**src/rtl/intack_pkg.sv**
```systemverilog
// Package: shared condition-code encoding for the interrupt-acknowledge arbiter.
// Assumes: two-bit condition code as seen by the processor.
package intack_pkg;
    typedef enum logic [1:0] {
        CC_NONE = 2'b00,
        CC_ACK  = 2'b01,
        CC_RSVD = 2'b11
    } cc_e;
endpackage

```
**src/rtl/intack_pending.sv**
```systemverilog
// Module: intack_pending
// Holds one pending flag and one status byte per port.
// Assumes: clr_i is one-hot or zero. A raise in the same cycle as a clear wins.
module intack_pending #(
    parameter int N      = 4,
    parameter int STAT_W = 8
) (
    input  logic                clk,
    input  logic                rst_n,
    input  logic [N-1:0]        raise_i,
    input  logic [N*STAT_W-1:0] stat_i,
    input  logic [N-1:0]        clr_i,
    output logic [N-1:0]        pend_o,
    output logic [N*STAT_W-1:0] stat_o
);
    for (genvar i = 0; i < N; i++) begin : g_src
        logic              pend_q;
        logic [STAT_W-1:0] stat_q;

        // Pending flag: set on raise, clear on acknowledge, raise has priority.
        always_ff @(posedge clk) begin
            if (!rst_n)             pend_q <= 1'b0;
            else if (raise_i[i])    pend_q <= 1'b1;
            else if (clr_i[i])      pend_q <= 1'b0;
        end

        // Status byte: captured whenever the port raises.
        always_ff @(posedge clk) begin
            if (!rst_n)             stat_q <= '0;
            else if (raise_i[i])    stat_q <= stat_i[i*STAT_W +: STAT_W];
        end

        assign pend_o[i]                   = pend_q;
        assign stat_o[i*STAT_W +: STAT_W]  = stat_q;
    end
endmodule

```
**src/rtl/intack_prio_pick.sv**
```systemverilog
// Module: intack_prio_pick
// Picks the pending port with the best rank, using a rank-to-port map.
// Assumes: RANK_MAP lists every port exactly once; rank 0 is highest.
module intack_prio_pick #(
    parameter int                   N        = 4,
    parameter int                   IDXW     = 2,
    parameter logic [N*IDXW-1:0]    RANK_MAP = '0
) (
    input  logic [N-1:0]    pend_i,
    output logic [N-1:0]    grant_o,
    output logic            any_o,
    output logic [IDXW-1:0] idx_o
);
    logic [N-1:0] hit;

    // Reorder the pending flags into rank order.
    for (genvar r = 0; r < N; r++) begin : g_rank
        localparam logic [IDXW-1:0] PORT = RANK_MAP[r*IDXW +: IDXW];
        assign hit[r] = pend_i[PORT];
    end

    // Walk ranks from lowest to highest so the best rank is written last.
    always_comb begin
        idx_o = '0;
        for (int r = N - 1; r >= 0; r--) begin
            if (hit[r]) idx_o = RANK_MAP[r*IDXW +: IDXW];
        end
    end

    // One-hot grant for the selected port.
    always_comb begin
        grant_o = '0;
        if (any_o) grant_o[idx_o] = 1'b1;
    end

    assign any_o = |hit;
endmodule

```
**src/rtl/intack_resp.sv**
```systemverilog
// Module: intack_resp
// Registers the condition code, the write request and the reply word one cycle after an acknowledge.
// Assumes: idx_i is valid when any_i is high.
module intack_resp
    import intack_pkg::*;
#(
    parameter int                  N        = 4,
    parameter int                  IDXW     = 2,
    parameter int                  STAT_W   = 8,
    parameter int                  ADDR_W   = 8,
    parameter int                  RIDX_W   = 4,
    parameter int                  WORD_W   = 32,
    parameter logic [N*ADDR_W-1:0] SRC_ADDR = '0
) (
    input  logic                clk,
    input  logic                rst_n,
    input  logic                ack_valid_i,
    input  logic                sel_ok_i,
    input  logic                any_i,
    input  logic [IDXW-1:0]     idx_i,
    input  logic [N*STAT_W-1:0] stat_all_i,
    input  logic [RIDX_W-1:0]   ridx_i,
    output logic                rsp_valid_o,
    output logic [1:0]          cc_o,
    output logic                reg_we_o,
    output logic [RIDX_W-1:0]   reg_idx_o,
    output logic [WORD_W-1:0]   reg_wdata_o
);
    logic [WORD_W-1:0] word_d;
    cc_e               cc_d;
    logic              we_d;

    // Build the reply word from the chosen port's status and unit address.
    always_comb begin
        word_d = '0;
        word_d[WORD_W-1 -: STAT_W] = stat_all_i[idx_i*STAT_W +: STAT_W];
        word_d[ADDR_W-1:0]         = SRC_ADDR[idx_i*ADDR_W +: ADDR_W];
    end

    // Condition code and write request from the selection, pending and register fields.
    always_comb begin
        if (!sel_ok_i)   cc_d = CC_RSVD;
        else if (any_i)  cc_d = CC_ACK;
        else             cc_d = CC_NONE;
        we_d = ack_valid_i && sel_ok_i && any_i && (ridx_i != '0);
    end

    // Response registers, valid for one cycle after each acknowledge.
    always_ff @(posedge clk) begin
        if (!rst_n) begin
            rsp_valid_o <= 1'b0;
            cc_o        <= CC_NONE;
            reg_we_o    <= 1'b0;
            reg_idx_o   <= '0;
            reg_wdata_o <= '0;
        end else begin
            rsp_valid_o <= ack_valid_i;
            reg_we_o    <= we_d;
            if (ack_valid_i) begin
                cc_o        <= cc_d;
                reg_idx_o   <= ridx_i;
                reg_wdata_o <= word_d;
            end
        end
    end
endmodule

```
**src/rtl/io_intack_arbiter.sv**
```systemverilog
// Module: io_intack_arbiter (top)
// Arbitrates interrupt-acknowledge instructions among N I/O subsystems by an assigned rank list.
// Assumes: ack_valid_i is a one-cycle pulse per instruction; reset is synchronous and active low.
module io_intack_arbiter #(
    parameter int                        N        = 4,
    parameter int                        STAT_W   = 8,
    parameter int                        ADDR_W   = 8,
    parameter int                        SEL_W    = 6,
    parameter int                        RIDX_W   = 4,
    parameter int                        WORD_W   = 32,
    parameter int                        IDXW     = (N > 1) ? $clog2(N) : 1,
    parameter logic [N*IDXW-1:0]         RANK_MAP = 8'b01_11_00_10,
    parameter logic [N*ADDR_W-1:0]       SRC_ADDR = 32'h43_42_41_40
) (
    input  logic                clk,
    input  logic                rst_n,
    input  logic [N-1:0]        raise_i,
    input  logic [N*STAT_W-1:0] raise_stat_i,
    input  logic                ack_valid_i,
    input  logic [SEL_W-1:0]    ack_sel_i,
    input  logic [RIDX_W-1:0]   ack_ridx_i,
    output logic                rsp_valid_o,
    output logic [1:0]          cc_o,
    output logic                reg_we_o,
    output logic [RIDX_W-1:0]   reg_idx_o,
    output logic [WORD_W-1:0]   reg_wdata_o,
    output logic [N-1:0]        pend_o
);
    logic [N-1:0]        grant;
    logic [N-1:0]        clr;
    logic                any_pend;
    logic [IDXW-1:0]     win_idx;
    logic [N*STAT_W-1:0] stat_all;
    logic                sel_ok;

    // Standard acknowledge only when the selection field is all zero.
    assign sel_ok = (ack_sel_i == '0);
    assign clr    = (ack_valid_i && sel_ok) ? grant : '0;

    intack_pending #(.N(N), .STAT_W(STAT_W)) u_pend (
        .clk     (clk),
        .rst_n   (rst_n),
        .raise_i (raise_i),
        .stat_i  (raise_stat_i),
        .clr_i   (clr),
        .pend_o  (pend_o),
        .stat_o  (stat_all)
    );

    intack_prio_pick #(.N(N), .IDXW(IDXW), .RANK_MAP(RANK_MAP)) u_pick (
        .pend_i  (pend_o),
        .grant_o (grant),
        .any_o   (any_pend),
        .idx_o   (win_idx)
    );

    intack_resp #(
        .N(N), .IDXW(IDXW), .STAT_W(STAT_W), .ADDR_W(ADDR_W),
        .RIDX_W(RIDX_W), .WORD_W(WORD_W), .SRC_ADDR(SRC_ADDR)
    ) u_resp (
        .clk         (clk),
        .rst_n       (rst_n),
        .ack_valid_i (ack_valid_i),
        .sel_ok_i    (sel_ok),
        .any_i       (any_pend),
        .idx_i       (win_idx),
        .stat_all_i  (stat_all),
        .ridx_i      (ack_ridx_i),
        .rsp_valid_o (rsp_valid_o),
        .cc_o        (cc_o),
        .reg_we_o    (reg_we_o),
        .reg_idx_o   (reg_idx_o),
        .reg_wdata_o (reg_wdata_o)
    );
endmodule

```
**config.mk**
```make
export PLATFORM = sky130hd
export DESIGN_NAME = io_intack_arbiter
export DESIGN_NICKNAME = d
export VERILOG_FILES = /design/src/rtl/intack_pkg.sv /design/src/rtl/intack_pending.sv /design/src/rtl/intack_prio_pick.sv /design/src/rtl/intack_resp.sv /design/src/rtl/io_intack_arbiter.sv
export SDC_FILE = /design/constraint.sdc
export NUM_CORES = 1
export LEC_CHECK = 0
export CAP_MARGIN = 20
export CORE_UTILIZATION = 45
export CTS_CLUSTER_DIAMETER = 60
export CTS_CLUSTER_SIZE = 40
export DETAILED_ROUTE_END_ITERATION = 7
export PLACE_DENSITY = 0.81
export REMOVE_ABC_BUFFERS = 1
export SLEW_MARGIN = 0
export SYNTH_ARGS = -nofsm -noshare
export SYNTH_HDL_FRONTEND = slang
export SYNTH_HIERARCHICAL = 1
export SYNTH_SLANG_ARGS = --single-unit
```
**constraint.sdc**
```tcl
create_clock -name clk -period 1.5 [get_ports clk]
set_input_delay 0.3 -clock clk [delete_from_list [all_inputs] [get_ports clk]]
set_output_delay 0.3 -clock clk [all_outputs]
set_load 0.03 [all_outputs]
```
# Word-level counts from Yosys, hierarchy flattened
# Index checks and enable logic that the tools add are counted.
totals:
  regBits: 60
  word_cells: 46
op_classes:
  n_lt_le_gt_ge: 2
  shift: 2
  mux: 18
  n_reduce_logical: 11
op_table:
  columns: ["op", "count"]
  rows:
  - ["indexed part select 32 x 6 -> 8 bit", 1]
  - ["indexed part select 32 x 6 -> 8 bit (first input constant)", 1]
  - ["two-way mux 1 bit", 11]
  - ["two-way mux 2 bit", 4]
  - ["two-way mux 4 bit", 2]
  - ["nonzero test 2 bit", 4]
  - ["zero test 6 bit", 1]
  - ["logical AND 1 bit", 4]
  - ["nonzero test 4 bit", 1]
  - ["OR reduction 4 bit", 1]
  - ["less-than comparator 2 x 3 -> 1 bit (second input constant)", 1]
  - ["demux 1 bit (select 2 bit)", 1]
  - [">= comparator 2 x 1 -> 1 bit (second input constant)", 1]

# Logic depth before layout (Yosys ltp)
logic_depth:
  depth_word: 12
  ltp_mapped: 7
  depth_no_buf: 5

# By module
# Netlist, hierarchy kept.
by_module_without_submodules:
  columns: ["mod", "instances", "cells_each", "area_per_inst_um2", "seq_area_each_um2"]
  rows:
  - ["intack_pending", 1, 119, 1373.8, 720.7]
  - ["intack_resp", 1, 104, 1077.3, 380.4]
  - ["intack_prio_pick", 1, 10, 58.8, 0.0]
  - ["io_intack_arbiter", 1, 7, 58.8, 0.0]

# Worst setup path before layout
# Ideal clock, no wire load.
synth_path:
  path_kind: "register to register"
  from: "register u_pend.g_src[0].pend_q"
  to: "register u_resp.reg_wdata_o[24]"
  t_arrival_ns: 1.237
  required_ns: 1.364
  path_slack_ns: 0.127
  path_stages_with_launch: 8
  synth_period_minus_slack_ns: 1.373
  path_cell_list: "dfxtp_1 > buf_4 > inv_1 > a21o_1 > buf_6 > buf_12 > mux2i_1 > o221ai_1"
synth_between:
  elab_chain_len: 3
synth_lines:
  columns: ["item", "line_no", "text"]
  rows:
  - ["start, declared", "intack_pending.sv:17", "logic pend_q;"]
  - ["start signal, assigned", "intack_pending.sv:22", "if (!rst_n) pend_q <= 1'b0;"]
  - ["start signal, assigned", "intack_pending.sv:23", "else if (raise_i[i]) pend_q <= 1'b1;"]
  - ["start signal, assigned", "intack_pending.sv:24", "else if (clr_i[i]) pend_q <= 1'b0;"]
  - ["two-way mux 2 bit (2 in a row)", "intack_prio_pick.sv:26", "if (hit[r]) idx_o = RANK_MAP[r*IDXW +: IDXW];"]
  - ["via win_idx[1]", "io_intack_arbiter.sv:32", "logic [IDXW-1:0] win_idx;"]
  - ["indexed part select 32 x 6 -> 8 bit", "intack_resp.sv:36", "word_d[WORD_W-1 -: STAT_W] = stat_all_i[idx_i*STAT_W +: STAT_W];"]
  - ["end signal, assigned", "intack_resp.sv:62", "reg_wdata_o <= word_d;"]
  - ["end, declared", "intack_resp.sv:27", "output logic [WORD_W-1:0] reg_wdata_o"]
# The timed path passes the listed nets, and every way through them passes these cells.
# A chain may end at the register's enable or synchronous reset.

# Final worst setup path
layout_path:
  from: "register u_pend.g_src[0].pend_q"
  to: "output port pend_o[0]"
layout_lines:
  columns: ["item", "line_no", "text"]
  rows:
  - ["end, declared", "io_intack_arbiter.sv:27", "output logic [N-1:0] pend_o"]
# No word-level cell between the ends.

==> flow_summary_export.csv <==
group,metric,value,unit
detailed_routing,routed_via_density,4.75,
pwr,cellPowerDensity,911,mW/mm^2
clock_tree,clk_pin_slew,0.09,ns
logic_synthesis,synth_commonest_cells,"dfxtp_1, mux2i_1, nor2b_1",
pwr,combinationalPowerShare,21.4,%
logic_synthesis,ys_seq_elements,55,
cells_and_area,drive_gt1_share,9.84,%
worst_setup_path,cp_top_family,"buffers and inverters",
sta,finalHoldViolations,0,
detailed_routing,drc,0,
sta,maxSlewViolCount,0,
worst_setup_path,rrSetupSlack,0.14,ns
sta,fin_crit_sh,95.7,%
sta,rsz0062_at_grt,"no",
pwr,swShare,27.1,%
clock_tree,numCtsBuffers,5,
logic_synthesis,syn_inst,240,
clock_tree,clkSinkCount,55,
clock_tree,cts_root_buffer,"clkbuf_8",
worst_setup_path,arrival,1.14,ns
status,status,"complete, no violations",
floorplan,core,0.00551,sq mm
pwr,peakVddDrop,0.000491,V
worst_setup_path,max_stage_delay,0.43,ns
sta,hold_slack,0.463,ns
worst_setup_path,rr_startpoint,"u_pend/g_src[3].pend_q",
logic_synthesis,synth-main-ff-cell,"dfxtp_1",
logic_synthesis,synth_edf_count,0,
worst_setup_path,start_kind,"flop",
logic_synthesis,synth_top_area_share,42.9,%
min_path,whs_path_depth,1,
worst_setup_path,path_max_fanout,5,
worst_setup_path,crit_required,1.20,ns
floorplan,dieArea,0.00601,sq mm
sta,final-setup-viol-count,0,
pwr,p_seq_share,52.2,%
worst_setup_path,critPathCaptureType,"output port",
grt,antenna_found_initial,0,
grt,track_usage,17.5,%
worst_setup_path,timing_worst_setup_path_type,"reg2out",
pwr,power_switching,829,uW
logic_synthesis,syn_avg_cell_area,10.7,sq um
logic_synthesis,async_reset_ff_share,0,%
detailed_routing,vias,1837,
sta,fin_skew,0.00829,ns
grt,grt_overflow,0,
grt,grt_pass1_wl,8250,microns
floorplan,die_x,77.6,microns
grt,grt_pass1_vias,1730,
worst_setup_path,reg2regPathDepth,4,
cells_and_area,nNetsFinal,364,
detailed_routing,ant_nets,0,
logic_synthesis,ys_warn_count,6,
worst_setup_path,worst_path_max_delay_cell,"dlygate4sd2_1",
logic_synthesis,netlist_top_cells_area,"dfxtp_1, mux2i_1, nor2b_1",
worst_setup_path,path_cells,"dlygate4sd2_1",
logic_synthesis,yosysSeqAreaShare,42.9,%
cells_and_area,area.growth.synth_to_final,30.6,%
grt,grt_max_degree,28,
pwr,clkPwrFrac,26.4,%
placed_design,dp_hpwl,3780,microns
detailed_routing,avgRoutedWirePerCell,13.1,microns
cells_and_area,fillers,487,
sta,tns,0,ns
detailed_routing,drt_wl_total,5060,microns
min_path,hold_path_class,"reg2reg",
floorplan,fp.dieH,77.6,microns
logic_synthesis,syn_area,0.00257,sq mm
min_path,min_from,"u_resp/reg_wdata_o[6]",
worst_setup_path,critPathBufInv,1,
sta,period_minus_slack,1.44,ns
clock_tree,clock_latency,0.30,ns
placed_design,place.port_buffers,71,
logic_synthesis,synth_area_leader_cell,"dfxtp_1",
clock_tree,cts.path.max_buffers,2,
floorplan,rows,27,
job,cap_viol_max_count,0,
clock_tree,htree_num_levels,2,
worst_setup_path,r2r_end,"u_resp/reg_wdata_o[29]",
cells_and_area,postLayoutCoreUtil,60.9,%
min_path,min_delay_worst_endpoint,"u_resp/reg_wdata_o[6]",
cells_and_area,n_antenna_cell,0,
floorplan,start_util,46.6,%
detailed_routing,drt_iter0_markers,77,
sta,max_clock_freq,0.697,GHz
logic_synthesis,synth_cell_types,31,
detailed_routing,drt_pass1_iterations,4,
logic_synthesis,post-synth-top-count-cell,"dfxtp_1",
pwr,power.leakage,1.52,nW
placed_design,place_congestion,0.816,
floorplan,io_pins,93,
clock_tree,cts_tree,"done",
pwr,p_int,2.23,mW
placed cells by master, fill, tap and decap left out, types with 6 or more instances in the layout:
| cell type | instances |
|---|---|
| buf_4 | 15 |
| clkbuf_8 | 6 |
| clkdlybuf4s50_1 | 48 |
| conb_1 | 21 |
| dfxtp_1 | 55 |
| dlygate4sd2_1 | 22 |
| mux2i_1 | 54 |
| nand3b_1 | 8 |
| nor2b_1 | 42 |
| o221ai_1 | 8 |
cell families after synthesis:
family | synth area share, %
multiplexers | 21.0
AND/OR/NAND/NOR | 18.6
other | 0.146
AO/OA/AOI/OAI | 5.31
flip-flops | 42.9
buffers and inverters | 12.1
what timing repair did:
action / 4_1_cts / 5_1_grt
setup buffers: 0 / 0
endpoints found under the setup margin: 23 / 9
hold buffers: 0 / 0
resized for setup: 23 / 3
worst max-delay path by stage:
| stage | cells past startpoint | start | endpoint |
|---|---|---|---|
| global route | 1 | u_pend/g_src[0].pend_q | pend_o[0] |
| global placement | 6 | ack_sel_i[1] | u_pend/g_src[1].pend_q |
| finish | 1 | u_pend/g_src[0].pend_q | pend_o[0] |
| floorplan | 3 | u_pend/g_src[2].pend_q | u_resp/reg_wdata_o[30] |
| CTS | 1 | u_pend/g_src[3].pend_q | pend_o[3] |
| detailed placement | 6 | ack_sel_i[1] | u_pend/g_src[0].pend_q |
power by group through the flow:
stage | registers, mW | logic [mW] | clock network, mW
floorplan | 1.69 | 0.274 | 0
global placement | 1.63 | 0.677 | 0
detailed placement | 1.63 | 0.682 | 0
CTS | 1.60 | 0.659 | 0.829
global route | 1.61 | 0.701 | 0.900
finish | 1.60 | 0.655 | 0.807
worst register-to-register path, delay by kind of cell (launching register included):
family	cells	cell delay, ns
DFF	1	0.45
AOI/OAI and AO/OA	2	0.30
muxes	1	0.26
buffers and inverters	1	0.22
state kept, by name, summed over array words and instances (netlist names):
name                 flops
u_pend/g_src.pend_q      4
u_pend/g_src.stat_q     32
u_resp/cc_o              2
u_resp/reg_idx_o         4
u_resp/reg_wdata_o      11
u_resp/reg_we_o          1
u_resp/rsp_valid_o       1
stage by stage:
| step | std cells | power (mW) | worst slack [ns] | instance area, sq um |
|---|---|---|---|---|
| 2_1_floorplan | 220 | 1.97 | -0.180 | 2340 |
| 3_3_place_gp | 380 | 2.30 | -0.129 | 3290 |
| 3_5_place_dp | 380 | 2.31 | -0.170 | 3290 |
| 4_1_cts | 387 | 3.08 | 0.0114 | 3350 |
| 5_1_grt | 387 | 3.21 | 0.0137 | 3350 |
| 6_report | 387 | 3.06 | 0.0650 | 3350 |
metal layers:
| layer | wire [microns] | vias up | global-route usage, % | share of wire (%) |
|---|---|---|---|---|
| met1 | 2370 | 839 | 22.5 | 47 |
| li1 | - | 928 | - | - |
| met5 | 0 | - | 0 | 0 |
| met2 | 2370 | 68 | 29.5 | 47 |
| met3 | 297 | 2 | 4.24 | 5.9 |
| met4 | 21 | 0 | 3.96 | 0.42 |
layout make-up:
class                      count  area (sq um)  share of cell area [%]
timing repair buffer          88           831                    24.8
inverter                       2          7.51                   0.224
clock buffer                   6          82.6                    2.46
multi-input combinational    163          1240                    36.9
clock inverter                 1          5.00                   0.149
tap                           72          90.1                    2.69
sequential                    55          1100                    32.8
No activity file was read; power rests on OpenSTA's default activity.
